==> src/rtl/pmu_pkg.sv <==
package pmu_pkg;

    typedef enum logic [1:0] {
        ST_RUN   = 2'b00,
        ST_ENTER = 2'b01,
        ST_SLEEP = 2'b10,
        ST_WAKE  = 2'b11
    } pmu_state_e;

    typedef enum logic [1:0] {
        MD_IDLE = 2'b00,
        MD_SAVE = 2'b01,
        MD_DOWN = 2'b10,
        MD_RSVD = 2'b11
    } pmu_mode_e;

    typedef struct packed {
        logic cpu;
        logic bus;
        logic osc;
        logic rtc;
        logic bod;
    } dom_en_t;

    localparam dom_en_t DOM_ALL_ON = 5'b11111;

endpackage

==> src/rtl/pmu_wake_qual.sv <==
module pmu_wake_qual
    import pmu_pkg::*;
(
    input  pmu_mode_e mode,
    input  logic      irq_sync,
    input  logic      irq_async,
    input  logic      rtc_tick,
    input  logic      ext_wake,
    output logic      wake
);

    // Deeper modes stop the clocks behind some sources, so fewer of them count.
    always_comb begin
        unique case (mode)
            MD_IDLE: wake = irq_sync | irq_async | rtc_tick | ext_wake;
            MD_SAVE: wake = irq_async | rtc_tick | ext_wake;
            MD_DOWN: wake = irq_async | ext_wake;
            MD_RSVD: wake = 1'b0;
        endcase
    end

endmodule

==> src/rtl/pmu_seq_fsm.sv <==
module pmu_seq_fsm
    import pmu_pkg::*;
#(
    parameter int ENTRY_CYC = 2,
    parameter int WAKE_CYC  = 6
) (
    input  logic       clk,
    input  logic       rst_n,
    input  logic       sleep_en,
    input  logic       sleep_req,
    input  logic [1:0] mode_in,
    input  logic       wake,
    output pmu_state_e state,
    output pmu_mode_e  mode_q,
    output dom_en_t    dom_req
);

    localparam int MAX_CYC = (ENTRY_CYC > WAKE_CYC) ? ENTRY_CYC : WAKE_CYC;
    localparam int CNT_W   = $clog2(MAX_CYC + 1);
    localparam int WL_W    = $clog2(WAKE_CYC + 1) + 1;

    pmu_state_e       state_nx;
    pmu_mode_e        mode_nx;
    logic [CNT_W-1:0] cnt, cnt_nx;
    logic             accept;

    assign accept = sleep_req && sleep_en && (mode_in != 2'b11);

    // State register
    always_ff @(posedge clk or negedge rst_n) begin
        if (!rst_n) begin
            state  <= ST_RUN;
            mode_q <= MD_IDLE;
            cnt    <= '0;
        end else begin
            state  <= state_nx;
            mode_q <= mode_nx;
            cnt    <= cnt_nx;
        end
    end

    // Transitions
    always_comb begin
        state_nx = state;
        mode_nx  = mode_q;
        cnt_nx   = cnt;
        unique case (state)
            ST_RUN: begin
                if (accept) begin
                    state_nx = ST_ENTER;
                    mode_nx  = pmu_mode_e'(mode_in);
                    cnt_nx   = CNT_W'(ENTRY_CYC - 1);
                end
            end
            ST_ENTER: begin
                if (wake) begin
                    state_nx = ST_RUN;
                end else if (cnt == '0) begin
                    state_nx = ST_SLEEP;
                end else begin
                    cnt_nx = cnt - CNT_W'(1);
                end
            end
            ST_SLEEP: begin
                if (wake) begin
                    state_nx = ST_WAKE;
                    cnt_nx   = CNT_W'(WAKE_CYC - 1);
                end
            end
            ST_WAKE: begin
                if (cnt == '0) begin
                    state_nx = ST_RUN;
                end else begin
                    cnt_nx = cnt - CNT_W'(1);
                end
            end
        endcase
    end

    // Domain enables wanted in each state
    always_comb begin
        dom_req = DOM_ALL_ON;
        unique case (state)
            ST_RUN:   dom_req = DOM_ALL_ON;
            ST_ENTER: dom_req.cpu = 1'b0;
            ST_WAKE:  dom_req.cpu = 1'b0;
            ST_SLEEP: begin
                unique case (mode_q)
                    MD_IDLE, MD_RSVD: dom_req.cpu = 1'b0;
                    MD_SAVE: dom_req = '{cpu: 1'b0, bus: 1'b0, osc: 1'b0, rtc: 1'b1, bod: 1'b0};
                    MD_DOWN: dom_req = '0;
                endcase
            end
        endcase
    end

    // Length of the current wake window, for the latency check
    logic [WL_W-1:0] wk_len;
    always_ff @(posedge clk or negedge rst_n) begin
        if (!rst_n)                wk_len <= '0;
        else if (state == ST_WAKE) wk_len <= wk_len + WL_W'(1);
        else                       wk_len <= '0;
    end

    assert_req_gated_R2: assert property (@(posedge clk) disable iff (!rst_n)
        (state == ST_ENTER && $past(state) == ST_RUN) |-> ($past(sleep_en) && $past(mode_in) != 2'b11));

    assert_wake_len_R8: assert property (@(posedge clk) disable iff (!rst_n)
        (state == ST_RUN && $past(state) == ST_WAKE) |-> (wk_len == WL_W'(WAKE_CYC)));

    assert_sleep_hold_R7: assert property (@(posedge clk) disable iff (!rst_n)
        (state == ST_SLEEP && !wake) |=> (state == ST_SLEEP));

    assert_abort_R10: assert property (@(posedge clk) disable iff (!rst_n)
        (state == ST_ENTER && wake) |=> (state == ST_RUN));

endmodule

==> src/rtl/pmu_clk_gate_bank.sv <==
module pmu_clk_gate_bank
    import pmu_pkg::*;
#(
    parameter int N_PERIPH = 4
) (
    input  logic                clk,
    input  logic                rst_n,
    input  dom_en_t             dom_req,
    input  logic [N_PERIPH-1:0] prr,
    output dom_en_t             dom_en,
    output logic [N_PERIPH-1:0] per_en
);

    // Enables move only while clk is low, like a latch-based gating cell.
    always_ff @(negedge clk or negedge rst_n) begin
        if (!rst_n) begin
            dom_en <= DOM_ALL_ON;
            per_en <= '1;
        end else begin
            dom_en <= dom_req;
            per_en <= {N_PERIPH{dom_req.bus}} & ~prr;
        end
    end

endmodule

==> src/rtl/pmu_reg_guard.sv <==
module pmu_reg_guard #(
    parameter int N_PERIPH = 4,
    parameter int DATA_W   = 8,
    parameter int IDX_W    = 2
) (
    input  logic                       clk,
    input  logic                       rst_n,
    input  logic [N_PERIPH-1:0]        prr,
    input  logic                       bus_rd,
    input  logic                       bus_wr,
    input  logic [IDX_W-1:0]           bus_idx,
    input  logic [N_PERIPH*DATA_W-1:0] per_rdata,
    output logic [N_PERIPH-1:0]        per_wr_en,
    output logic [N_PERIPH-1:0]        per_rd_en,
    output logic [DATA_W-1:0]          bus_rdata
);

    logic [N_PERIPH-1:0] sel;

    for (genvar i = 0; i < N_PERIPH; i++) begin : g_slot
        assign sel[i]       = (bus_idx == IDX_W'(i));
        assign per_wr_en[i] = bus_wr & sel[i] & ~prr[i];
        assign per_rd_en[i] = bus_rd & sel[i] & ~prr[i];
    end

    always_comb begin
        bus_rdata = '0;
        for (int i = 0; i < N_PERIPH; i++) begin
            if (per_rd_en[i]) bus_rdata = bus_rdata | per_rdata[i*DATA_W +: DATA_W];
        end
    end

    assert_wr_onehot_R13: assert property (@(posedge clk) disable iff (!rst_n)
        $onehot0(per_wr_en));

    assert_blocked_rd_R13: assert property (@(posedge clk) disable iff (!rst_n)
        (bus_rd && (|(prr & sel))) |-> (bus_rdata == '0));

endmodule

==> src/rtl/pmu_sleep_ctrl.sv <==
module pmu_sleep_ctrl
    import pmu_pkg::*;
#(
    parameter int N_PERIPH  = 4,
    parameter int DATA_W    = 8,
    parameter int ENTRY_CYC = 2,
    parameter int WAKE_CYC  = 6,
    localparam int IDX_W    = (N_PERIPH > 1) ? $clog2(N_PERIPH) : 1
) (
    input  logic                       clk,
    input  logic                       rst_n,
    input  logic                       sleep_en,
    input  logic                       sleep_req,
    input  logic [1:0]                 sleep_mode,
    input  logic                       irq_sync,
    input  logic                       irq_async,
    input  logic                       rtc_tick,
    input  logic                       ext_wake,
    input  logic [N_PERIPH-1:0]        prr,
    input  logic                       bus_rd,
    input  logic                       bus_wr,
    input  logic [IDX_W-1:0]           bus_idx,
    input  logic [N_PERIPH*DATA_W-1:0] per_rdata,
    output logic                       cpu_clk_en,
    output logic                       bus_clk_en,
    output logic                       osc_en,
    output logic                       rtc_clk_en,
    output logic                       bod_en,
    output logic [N_PERIPH-1:0]        per_clk_en,
    output logic [N_PERIPH-1:0]        per_wr_en,
    output logic [N_PERIPH-1:0]        per_rd_en,
    output logic [DATA_W-1:0]          bus_rdata,
    output logic [1:0]                 state_o
);

    pmu_state_e state;
    pmu_mode_e  mode_q;
    dom_en_t    dom_req, dom_en;
    logic       wake;

    pmu_wake_qual u_wake (
        .mode      (mode_q),
        .irq_sync  (irq_sync),
        .irq_async (irq_async),
        .rtc_tick  (rtc_tick),
        .ext_wake  (ext_wake),
        .wake      (wake)
    );

    pmu_seq_fsm #(.ENTRY_CYC(ENTRY_CYC), .WAKE_CYC(WAKE_CYC)) u_fsm (
        .clk       (clk),
        .rst_n     (rst_n),
        .sleep_en  (sleep_en),
        .sleep_req (sleep_req),
        .mode_in   (sleep_mode),
        .wake      (wake),
        .state     (state),
        .mode_q    (mode_q),
        .dom_req   (dom_req)
    );

    pmu_clk_gate_bank #(.N_PERIPH(N_PERIPH)) u_gate (
        .clk     (clk),
        .rst_n   (rst_n),
        .dom_req (dom_req),
        .prr     (prr),
        .dom_en  (dom_en),
        .per_en  (per_clk_en)
    );

    pmu_reg_guard #(.N_PERIPH(N_PERIPH), .DATA_W(DATA_W), .IDX_W(IDX_W)) u_guard (
        .clk       (clk),
        .rst_n     (rst_n),
        .prr       (prr),
        .bus_rd    (bus_rd),
        .bus_wr    (bus_wr),
        .bus_idx   (bus_idx),
        .per_rdata (per_rdata),
        .per_wr_en (per_wr_en),
        .per_rd_en (per_rd_en),
        .bus_rdata (bus_rdata)
    );

    assign cpu_clk_en = dom_en.cpu;
    assign bus_clk_en = dom_en.bus;
    assign osc_en     = dom_en.osc;
    assign rtc_clk_en = dom_en.rtc;
    assign bod_en     = dom_en.bod;
    assign state_o    = state;

    assert_psave_R5: assert property (@(posedge clk) disable iff (!rst_n)
        (state == ST_SLEEP && mode_q == MD_SAVE) |-> (rtc_clk_en && !osc_en && !bod_en && !cpu_clk_en));

    assert_pdown_R6: assert property (@(posedge clk) disable iff (!rst_n)
        (state == ST_SLEEP && mode_q == MD_DOWN) |-> !(osc_en || rtc_clk_en || bod_en || bus_clk_en));

    assert_wake_bod_R9: assert property (@(posedge clk) disable iff (!rst_n)
        (state == ST_WAKE) |-> (bod_en && !cpu_clk_en));

    assert_per_off_R12: assert property (@(posedge clk) disable iff (!rst_n)
        !bus_clk_en |-> (per_clk_en == '0));

endmodule

==> config.mk <==
export PLATFORM = sky130hd
export DESIGN_NAME = pmu_sleep_ctrl
export DESIGN_NICKNAME = d
export VERILOG_FILES = /design/src/rtl/pmu_pkg.sv /design/src/rtl/pmu_wake_qual.sv /design/src/rtl/pmu_seq_fsm.sv /design/src/rtl/pmu_clk_gate_bank.sv /design/src/rtl/pmu_reg_guard.sv /design/src/rtl/pmu_sleep_ctrl.sv
export SDC_FILE = /design/constraint.sdc
export NUM_CORES = 1
export LEC_CHECK = 0
export ABC_CLOCK_PERIOD_IN_PS = 3400
export CORE_MARGIN = 5
export CORE_UTILIZATION = 40
export DETAILED_ROUTE_END_ITERATION = 16
export DONT_BUFFER_PORTS = 1
export HOLD_SLACK_MARGIN = 0.03
export PLACE_DENSITY_LB_ADDON = 0.2
export SYNTH_ARGS = -nofsm -noshare
export SYNTH_HDL_FRONTEND = slang
export SYNTH_SLANG_ARGS = --single-unit
export TNS_END_PERCENT = 5
==> constraint.sdc <==
create_clock -name clk -period 3.4 [get_ports clk]
set_input_delay 0.51 -clock clk [delete_from_list [all_inputs] [get_ports clk]]
set_output_delay 0.51 -clock clk [all_outputs]
set_load 0.01 [all_outputs]
* Yosys cells after proc, flatten, opt, wreduce, memory -nomap -nowiden
Index checks and enable logic that the tools add are counted.
** Cells by class
- Add/sub/neg operators :: 1
- Bitwise logic cells :: 31
- Reductions and logical operators :: 11
- Multiplexer cells :: 20
- Equal/unequal tests :: 15
** Operators by type and width (number)
- 2-to-1 mux 8 bit :: 4
- OR 8 bit :: 3
- bitwise AND 1 bit :: 16
- == test 2 bit, second input constant :: 6
- 2-to-1 mux 3 bit :: 4
- case mux 3 bit (4 select lines) :: 1
- 2-to-1 mux 2 bit :: 5
- case mux 2 bit (4 select lines) :: 1
- case mux 4 bit (2 select lines) :: 1
- == test 2 x 1 -> 1 bit, second input constant :: 3
- logical NOT 2 bit :: 3
- != test 2 x 1 -> 1 bit, second input constant :: 3
- OR 1 bit :: 6
- bitwise AND 4 bit :: 1
- 2-to-1 mux 4 bit :: 1
- != test 2 bit, second input constant :: 2
- inverter 1 bit :: 4
- inverter 4 bit :: 1
- case mux 1 bit (4 select lines) :: 1
- AND reduction 4 bit :: 1
- OR reduction 4 bit :: 1
- logical NOT 3 bit :: 1
- != test 3 x 1 -> 1 bit, second input constant :: 1
- case mux 1 bit (3 select lines) :: 1
- 6 further kinds :: 7
** Storage, ports and cells
- Logic and storage cells :: 87
- Input bits :: 50
- Output and inout port bits :: 27
- Register bits after elaboration :: 16

* Logic depth before layout (Yosys ltp)
Gate-level depths: netlist of the first run.
- Depth after elaboration :: 10
- Gate-level depth with buffers :: 7

* Cells and area by module
From an unflattened synthesis of the first run, not the netlist that was laid out.
** Unflattened totals
- Cells, all modules :: 109
- Area, all modules :: 1052.3 µm²
** By module, submodules not included
- pmu_seq_fsm :: area an instance 484.2 µm², instances 1, cells each 55
- pmu_clk_gate_bank :: area an instance 275.3 µm², instances 1, cells each 14
- pmu_reg_guard :: area an instance 265.3 µm², instances 1, cells each 36
- pmu_wake_qual :: area an instance 27.5 µm², instances 1, cells each 4

==> results of run 1 <==
[cell usage after synthesis]
master,n
a22oi_1,18
nand2_1,12
dfrtp_1,7
dfstp_2,7
inv_1,7
nor2_1,7
ha_1,5
clkbuf_1,4
nand3b_1,3
nor3_1,3
nor4bb_1,3
a21oi_1,2
buf_4,2
mux2_2,2
a21boi_0,1
a21o_1,1
a22o_1,1
a41oi_1,1
and4b_1,1
mux2_1,1
mux2i_1,1
nand2b_1,1
nand3_1,1
nand4_1,1
nor2b_1,1
nor3b_1,1
nor4b_1,1
nor4b_2,1
o21bai_1,1
o311ai_4,1
or3_4,1
xnor2_1,1
[flip-flops by register name, summed over array words and instances, names as in the netlist, named ones only]
| name | cells |
|---|---|
| u_fsm.cnt | 3 |
| u_gate.dom_en | 3 |
| u_fsm.state | 1 |
| u_fsm.mode_q | 2 |
| u_gate.per_en | 4 |
[logic make-up (layout without fill, tap and decap cells)]
group / Yosys count / count (layout) / synth area share [%]
buffers and inverters: 13 / 20 / 5.88
multiplexers: 4 / 4 / 4.57
XOR/XNOR: 1 / 1 / 0.915
AND/OR/NAND/NOR: 37 / 37 / 22.5
adder cells (fa/ha/maj): 5 / 5 / 6.54
flip-flops: 14 / 14 / 37.5
AO/OA/AOI/OAI: 26 / 26 / 22.1
[area by class of cell]
class | instances | area (µm²)
Clock buffer | 3 | 22.5
Tap cell | 28 | 35.0
Inverter | 6 | 22.5
Clock inverter | 8 | 56.3
Timing Repair Buffer | 3 | 25.0
Fill cell | 222 | 1180
Sequential cell | 14 | 359
Multi-Input combinational cell | 73 | 554
[where the power goes]
| group | internal (mW) | switching (mW) | total, mW |
|---|---|---|---|
| clock network | 0.130 | 0.0780 | 0.208 |
| registers | 0.243 | 0.0823 | 0.325 |
| logic | 0.129 | 0.134 | 0.263 |
[what timing repair did]
action,in CTS,in global routing
endpoints found under the hold margin,7,0
buffers inserted,0,0
hold buffers,1,0
[layer usage]
metal / part of all wire [%] / track usage [%]
met5: 0 / 0
met3: 8.4 / 5.26
met4: 0 / 1.94
met2: 53 / 22.1
met1: 39 / 16.3
[worst paths after layout]
kind,start,endpoint,slack (ns)
max,u_gate.dom_en[0],bus_clk_en,0.25
min,sleep_mode[1],u_fsm.mode_q[1],0.36
max reg2reg,flip-flop,u_gate.per_en[0],0.42
min reg2reg,u_fsm.cnt[1],u_fsm.cnt[1],0.52
max in group asynchronous,rst_n,u_gate.dom_en[1],1.66
min in group asynchronous,rst_n,async pin,0.55
==> impl_metrics.toml, run 1 <==
[die]
die_area_um2 = 3470
ios = 77
core_area_um2 = 2250
die_h_um = 58.9
start_util_pct = 42.5
die_width_um = 58.9
num_rows = 17

[synthesis]
synth.area.top_cells = "dfstp_2 19%, dfrtp_1 18%, a22oi_1 14%"
synthCells = 100
ys_types = 32
yosys_warnings = 0
ys_ff_latch = 14
ys_seq_area_share_pct = 37.5
netlist.area_leader.share_pct = 19.2
syn_area_um2 = 957
mappedNetlistNets = 155
syn_area_per_cell_um2 = 9.57
synth_largest_area_cell = "dfstp_2"

[worst_setup_path]
critical_path.max_fanout = 3
critPathKind = "reg2out"
reg2reg_depth = 3
required_ns = 2.89
crit_cells = 0
arrival_ns = 2.64
worstSetupEndpointType = "primary output"
critical_path.startpoint_type = "flip-flop"

[cells_and_area]
drive_above_1_share_pct = 18.7
final_common_cell = "a22oi_1"
stdcell_count = 135
areaGrowthSynthToFinish_pct = 12.3
final_nets = 163
layout_common_cells = "18 x a22oi_1, 13 x inv_1, 12 x nand2_1"
n_antenna_cell = 0
finish.utilization_pct = 47.7
final_cell_area_um2 = 1070

[timing]
hold_violations = 0
tightest_slew_ns = 0.983
fin_setup_tns_ns = 0
setup_viol = 0
setup_slack_ns = 0.245
slew_headroom_pct = 34.3
final_max_slew_viol_count = 0
skew_ns = 0.0569
holdWs_ns = 0.364
grt_setup_unrepaired = "false"

[detailed_routing]
detailedRoute.firstPassIterationCount = 4
vias = 801
vias_per_cell = 5.93
drt_wl_total_um = 2420
drc = 0
postRouteAntennaNets = 0
drt_iter0_markers = 43
wire_per_inst_um = 17.9

[grt]
grt_pass1_vias = 793
grt-ovfl-total = 0
grt_first_pass_wirelength_um = 3550
grt_max_degree = 13
grt_use_total_pct = 13.2
antenna_found_initial = 0

[placement]
finalWeightedCongestion = 0.692
place_hpwl_um = 1960
portBuffers = 0
pre_cts_slack_ns = 0.369
place_area_um2 = 990
dp.cells = 124

[power]
irDropWorstVdd_v = 0.000418
leakage_nw = 0.473
total_power_mw = 0.796
pwr_density_cell_nw_per_um2 = 741

[cts]
cts_resized = 0
cts_tree = "built"
cts_made_buffers = 3
clk_path_buf_depth = 2
htreeDepth = 1
clock_latency_ns = 0.34
cts-root-buf = "clkbuf_4"
clkTransAtPathRegs_ns = 0.10
cts.sinks = 14

[worst_hold_path]
hold_depth = 1
hp-class = "in2reg"

[job]
drv_cap = 0

[outcome]
outcome = "completed"
Note: power is estimated with default switching activity, not from simulation.
==> run 2: changes to the inputs <==
Settings changed: ABC_CLOCK_PERIOD_IN_PS 3400 to 2800.
Clock period 3.4 ns to 2.8 ns, I/O delays scaled along.
==> impl_metrics.toml, run 2 (same netlist as run 1, synthesis figures left out) <==
[timing]
fin_setup_tns_ns = 0
holdWs_ns = 0.278
setup_viol = 0
tightest_slew_ns = 0.580
skew_ns = 0.0578
hold_violations = 0
slew_headroom_pct = 60.8
grt_setup_unrepaired = "true"
final_max_slew_viol_count = 0

[worst_setup_path]
reg2reg_setup_slack_ns = 0.30
reg2reg_to = "u_gate.per_en[1]"
r2r_start = "u_fsm.mode_q[0]"
reg2reg_depth = 5
worstSetupEndpointType = "primary output"
critPathKind = "reg2out"
arrival_ns = 2.35
critical_path.max_fanout = 3
critical_path.startpoint_type = "flip-flop"
required_ns = 2.38

[detailed_routing]
detailedRoute.firstPassIterationCount = 4
postRouteAntennaNets = 0
drc = 0
drt_wl_total_um = 2470
drt_iter0_markers = 28
vias = 819
wire_per_inst_um = 17.8
vias_per_cell = 5.89

[cts]
clk_path_buf_depth = 2
cts_tree = "built"
cts_resized = 0
clock_latency_ns = 0.34
htreeDepth = 1
cts-root-buf = "clkbuf_4"
cts.sinks = 14
clkTransAtPathRegs_ns = 0.10
cts_made_buffers = 3

[die]
core_area_um2 = 2250
die_h_um = 58.9
ios = 77
die_width_um = 58.9
num_rows = 17
start_util_pct = 42.5
die_area_um2 = 3470

[power]
irDropWorstVdd_v = 0.000496
pwr_density_cell_nw_per_um2 = 899
leakage_nw = 0.494

[grt]
grt_pass1_vias = 825
grt_use_total_pct = 14.0
grt_max_degree = 10
antenna_found_initial = 0
grt-ovfl-total = 0
grt_first_pass_wirelength_um = 3750

[cells_and_area]
drive_above_1_share_pct = 21.6
n_fill_cell = 236
final_common_cell = "a22oi_1"
top_register = "u_gate.per_en"
largest_reg_flops = 4
top_regs = "u_gate.per_en x4, u_fsm.cnt x3, u_gate.dom_en x3"
n_antenna_cell = 0
final_nets = 167
areaGrowthSynthToFinish_pct = 15.4
finish.utilization_pct = 49.0
final_cell_area_um2 = 1100
layout_common_cells = "18 x a22oi_1, 13 x inv_1, 12 x nand2_1"

[placement]
place_hpwl_um = 2040
finalWeightedCongestion = 0.703
portBuffers = 0
place_area_um2 = 1020

[worst_hold_path]
hp-class = "in2reg"
hold_depth = 1
worstHoldEndpoint = "u_fsm.mode_q[1]"
min_from = "sleep_mode[1]"

[outcome]
outcome = "completed"

[job]
drv_cap = 0
-- run 2: changes by cell type in the layout (fill, tap and decap cells not counted) --
cell	previous run	this run
buf_4	2	6
-- run 2: layout make-up --
type	instances	area, µm²	area share [%]
clock inverter	8	56.3	5.10
sequential	14	359	32.5
timing repair buffer	7	55.1	4.98
multi-input combinational	73	554	50.2
inverter	6	22.5	2.04
clock buffer	3	22.5	2.04
tap	28	35.0	3.17
-- run 2: worst max-delay path by stage --
stage | start | end | slack (ns) | cells past startpoint
3_5_place_dp | u_fsm.mode_q[0] | u_gate.per_en[1] | 0.25 | 5
4_1_cts | u_gate.dom_en[0] | bod_en | 0.02 | 0
2_1_floorplan | u_fsm.mode_q[0] | u_gate.dom_en[0] | 0.25 | 4
6_report | u_gate.dom_en[0] | bus_clk_en | 0.03 | 0
3_3_place_gp | u_fsm.mode_q[0] | u_gate.per_en[2] | 0.30 | 5
5_1_grt | u_gate.dom_en[0] | bus_clk_en | -0.008 | 0
-- run 2: metrics by stage --
step                      std cells  power, mW  worst slack (ns)
after floorplan                 100      0.683             0.246
after global placement          128      0.749             0.302
after detailed placement        128      0.767             0.251
after CTS                       139       1.01            0.0223
after global routing            139       1.08          -0.00832
final                           139      0.993            0.0349
-- run 2: repair_timing --
| action | 4_1_cts | 5_1_grt |
|---|---|---|
| setup buffers | 0 | 0 |
| setup endpoints to repair | 0 | 3 |
| hold endpoints to repair | 7 | 0 |
| hold buffers | 1 | 0 |
-- run 2: power by group --
group	internal, mW	leakage [nW]	total (mW)	switching [mW]
logic	0.176	0.270	0.368	0.193
registers	0.295	0.158	0.373	0.0777
clock network	0.157	0.0652	0.251	0.0940
total	0.628	0.494	0.993	0.364
-- run 2: layer usage --
metal	global-route usage, %	wire [µm]	vias to the layer above
met3	5.92	198	0
met5	0	0	-
met2	24.8	1350	34
met4	1.94	0	0
met1	15.9	928	392
li1	-	-	393
==> run 3: changes to the inputs <==
Settings changed: PLACE_DENSITY set to 0.63, PLACE_DENSITY_LB_ADDON 0.2 to unset.
==> impl_metrics.toml, run 3 (same netlist as run 1, synthesis figures left out) <==
[cells_and_area]
top_regs = "u_gate.per_en x4, u_fsm.cnt x3, u_gate.dom_en x3"
finish.utilization_pct = 49.0
n_antenna_cell = 0
top_register = "u_gate.per_en"
largest_reg_flops = 4
areaGrowthSynthToFinish_pct = 15.4
final_common_cell = "a22oi_1"
drive_above_1_share_pct = 21.6
layout_common_cells = "18 x a22oi_1, 13 x inv_1, 12 x nand2_1"
stdcell_count = 139
final_nets = 167

[worst_setup_path]
reg2reg_depth = 5
cp-startpoint = "u_gate.dom_en[0]"
reg2reg_to = "u_gate.per_en[2]"
critical_path.max_fanout = 3
critical_path.startpoint_type = "flip-flop"
worstSetupEndpointType = "primary output"
required_ns = 2.38
crit_cells = 0
endpoint = "bod_en"
critPathKind = "reg2out"
reg2reg_setup_slack_ns = 0.28
r2r_start = "u_fsm.mode_q[0]"
arrival_ns = 2.34

[job]
drv_cap = 0

[timing]
setup_viol = 0
slew_headroom_pct = 60.2
final_max_slew_viol_count = 0
grt_setup_unrepaired = "false"
fin_setup_tns_ns = 0
setup_slack_ns = 0.0396
tightest_slew_ns = 0.589
hold_violations = 0
skew_ns = 0.0630

[die]
die_h_um = 58.9
num_rows = 17
die_width_um = 58.9
die_area_um2 = 3470
core_area_um2 = 2250
ios = 77
start_util_pct = 42.5

[power]
leakage_nw = 0.494
irDropWorstVdd_v = 0.000422
pwr_density_cell_nw_per_um2 = 904
total_power_mw = 0.998

[outcome]
outcome = "completed"

[cts]
clkTransAtPathRegs_ns = 0.10
clk_path_buf_depth = 2
cts_tree = "built"
cts.sinks = 14
cts_setup_buffers = 0
cts_made_buffers = 3
htreeDepth = 1
cts_resized = 0
postCtsHoldBufs = 1
cts-root-buf = "clkbuf_4"
clock_latency_ns = 0.34

[detailed_routing]
postRouteAntennaNets = 0
highest_layer = "met4"
drt_wl_total_um = 2670
detailedRoute.firstPassIterationCount = 4
wire_per_inst_um = 19.2
wl_met3_um = 256
drt_iter0_markers = 25
vias_per_cell = 6.02
met2_length_um = 1370
vias = 837
drc = 0
met1_length_um = 1010

[placement]
finalWeightedCongestion = 0.743
pre_cts_slack_ns = 0.249
place_hpwl_um = 2200
portBuffers = 0
dp.cells = 128

[grt]
antenna_found_initial = 0
grt_pass1_vias = 975
grt_first_pass_wirelength_um = 4280
grt-ovfl-total = 0
grt_max_degree = 12
grt_use_total_pct = 16.2

[worst_hold_path]
hp-class = "in2reg"
==> run 3: metal layers <==
layer | global-route usage (%) | up-vias
li1 | - | 391
met1 | 17.9 | 387
met2 | 28.7 | 57
met3 | 3.95 | 2
met4 | 7.77 | 0
met5 | 0 | -
==> run 3: how the worst min path moves through the flow <==
stage                       start              end  cells past startpoint
global route        sleep_mode[0]  u_fsm.mode_q[0]                      1
finish              sleep_mode[0]  u_fsm.mode_q[0]                      1
detailed placement          rst_n        async pin                      0
CTS                 sleep_mode[0]  u_fsm.mode_q[0]                      1
floorplan                   rst_n        async pin                      0
global placement            rst_n        async pin                      0
==> run 3: area by class of cell <==
type / count / area, µm²
Clock buffer: 3 / 22.5
Clock inverter: 8 / 56.3
Fill cell: 223 / 1150
Inverter: 6 / 22.5
Multi-Input combinational cell: 73 / 554
Sequential cell: 14 / 359
Tap cell: 28 / 35.0
Timing Repair Buffer: 7 / 55.1
==> run 3: stage by stage <==
step	hold WS, ns	instance area, µm²
detailed placement	0.125	1020
finish	0.279	1100
CTS	0.268	1100
global placement	0.125	1020
global route	0.265	1100
floorplan	0.124	957
==> run 3: where the power goes <==
group / internal, mW / switching [mW] / total [mW]
sequential: 0.296 / 0.0695 / 0.365
combinational: 0.177 / 0.205 / 0.381
clock: 0.158 / 0.0945 / 0.252
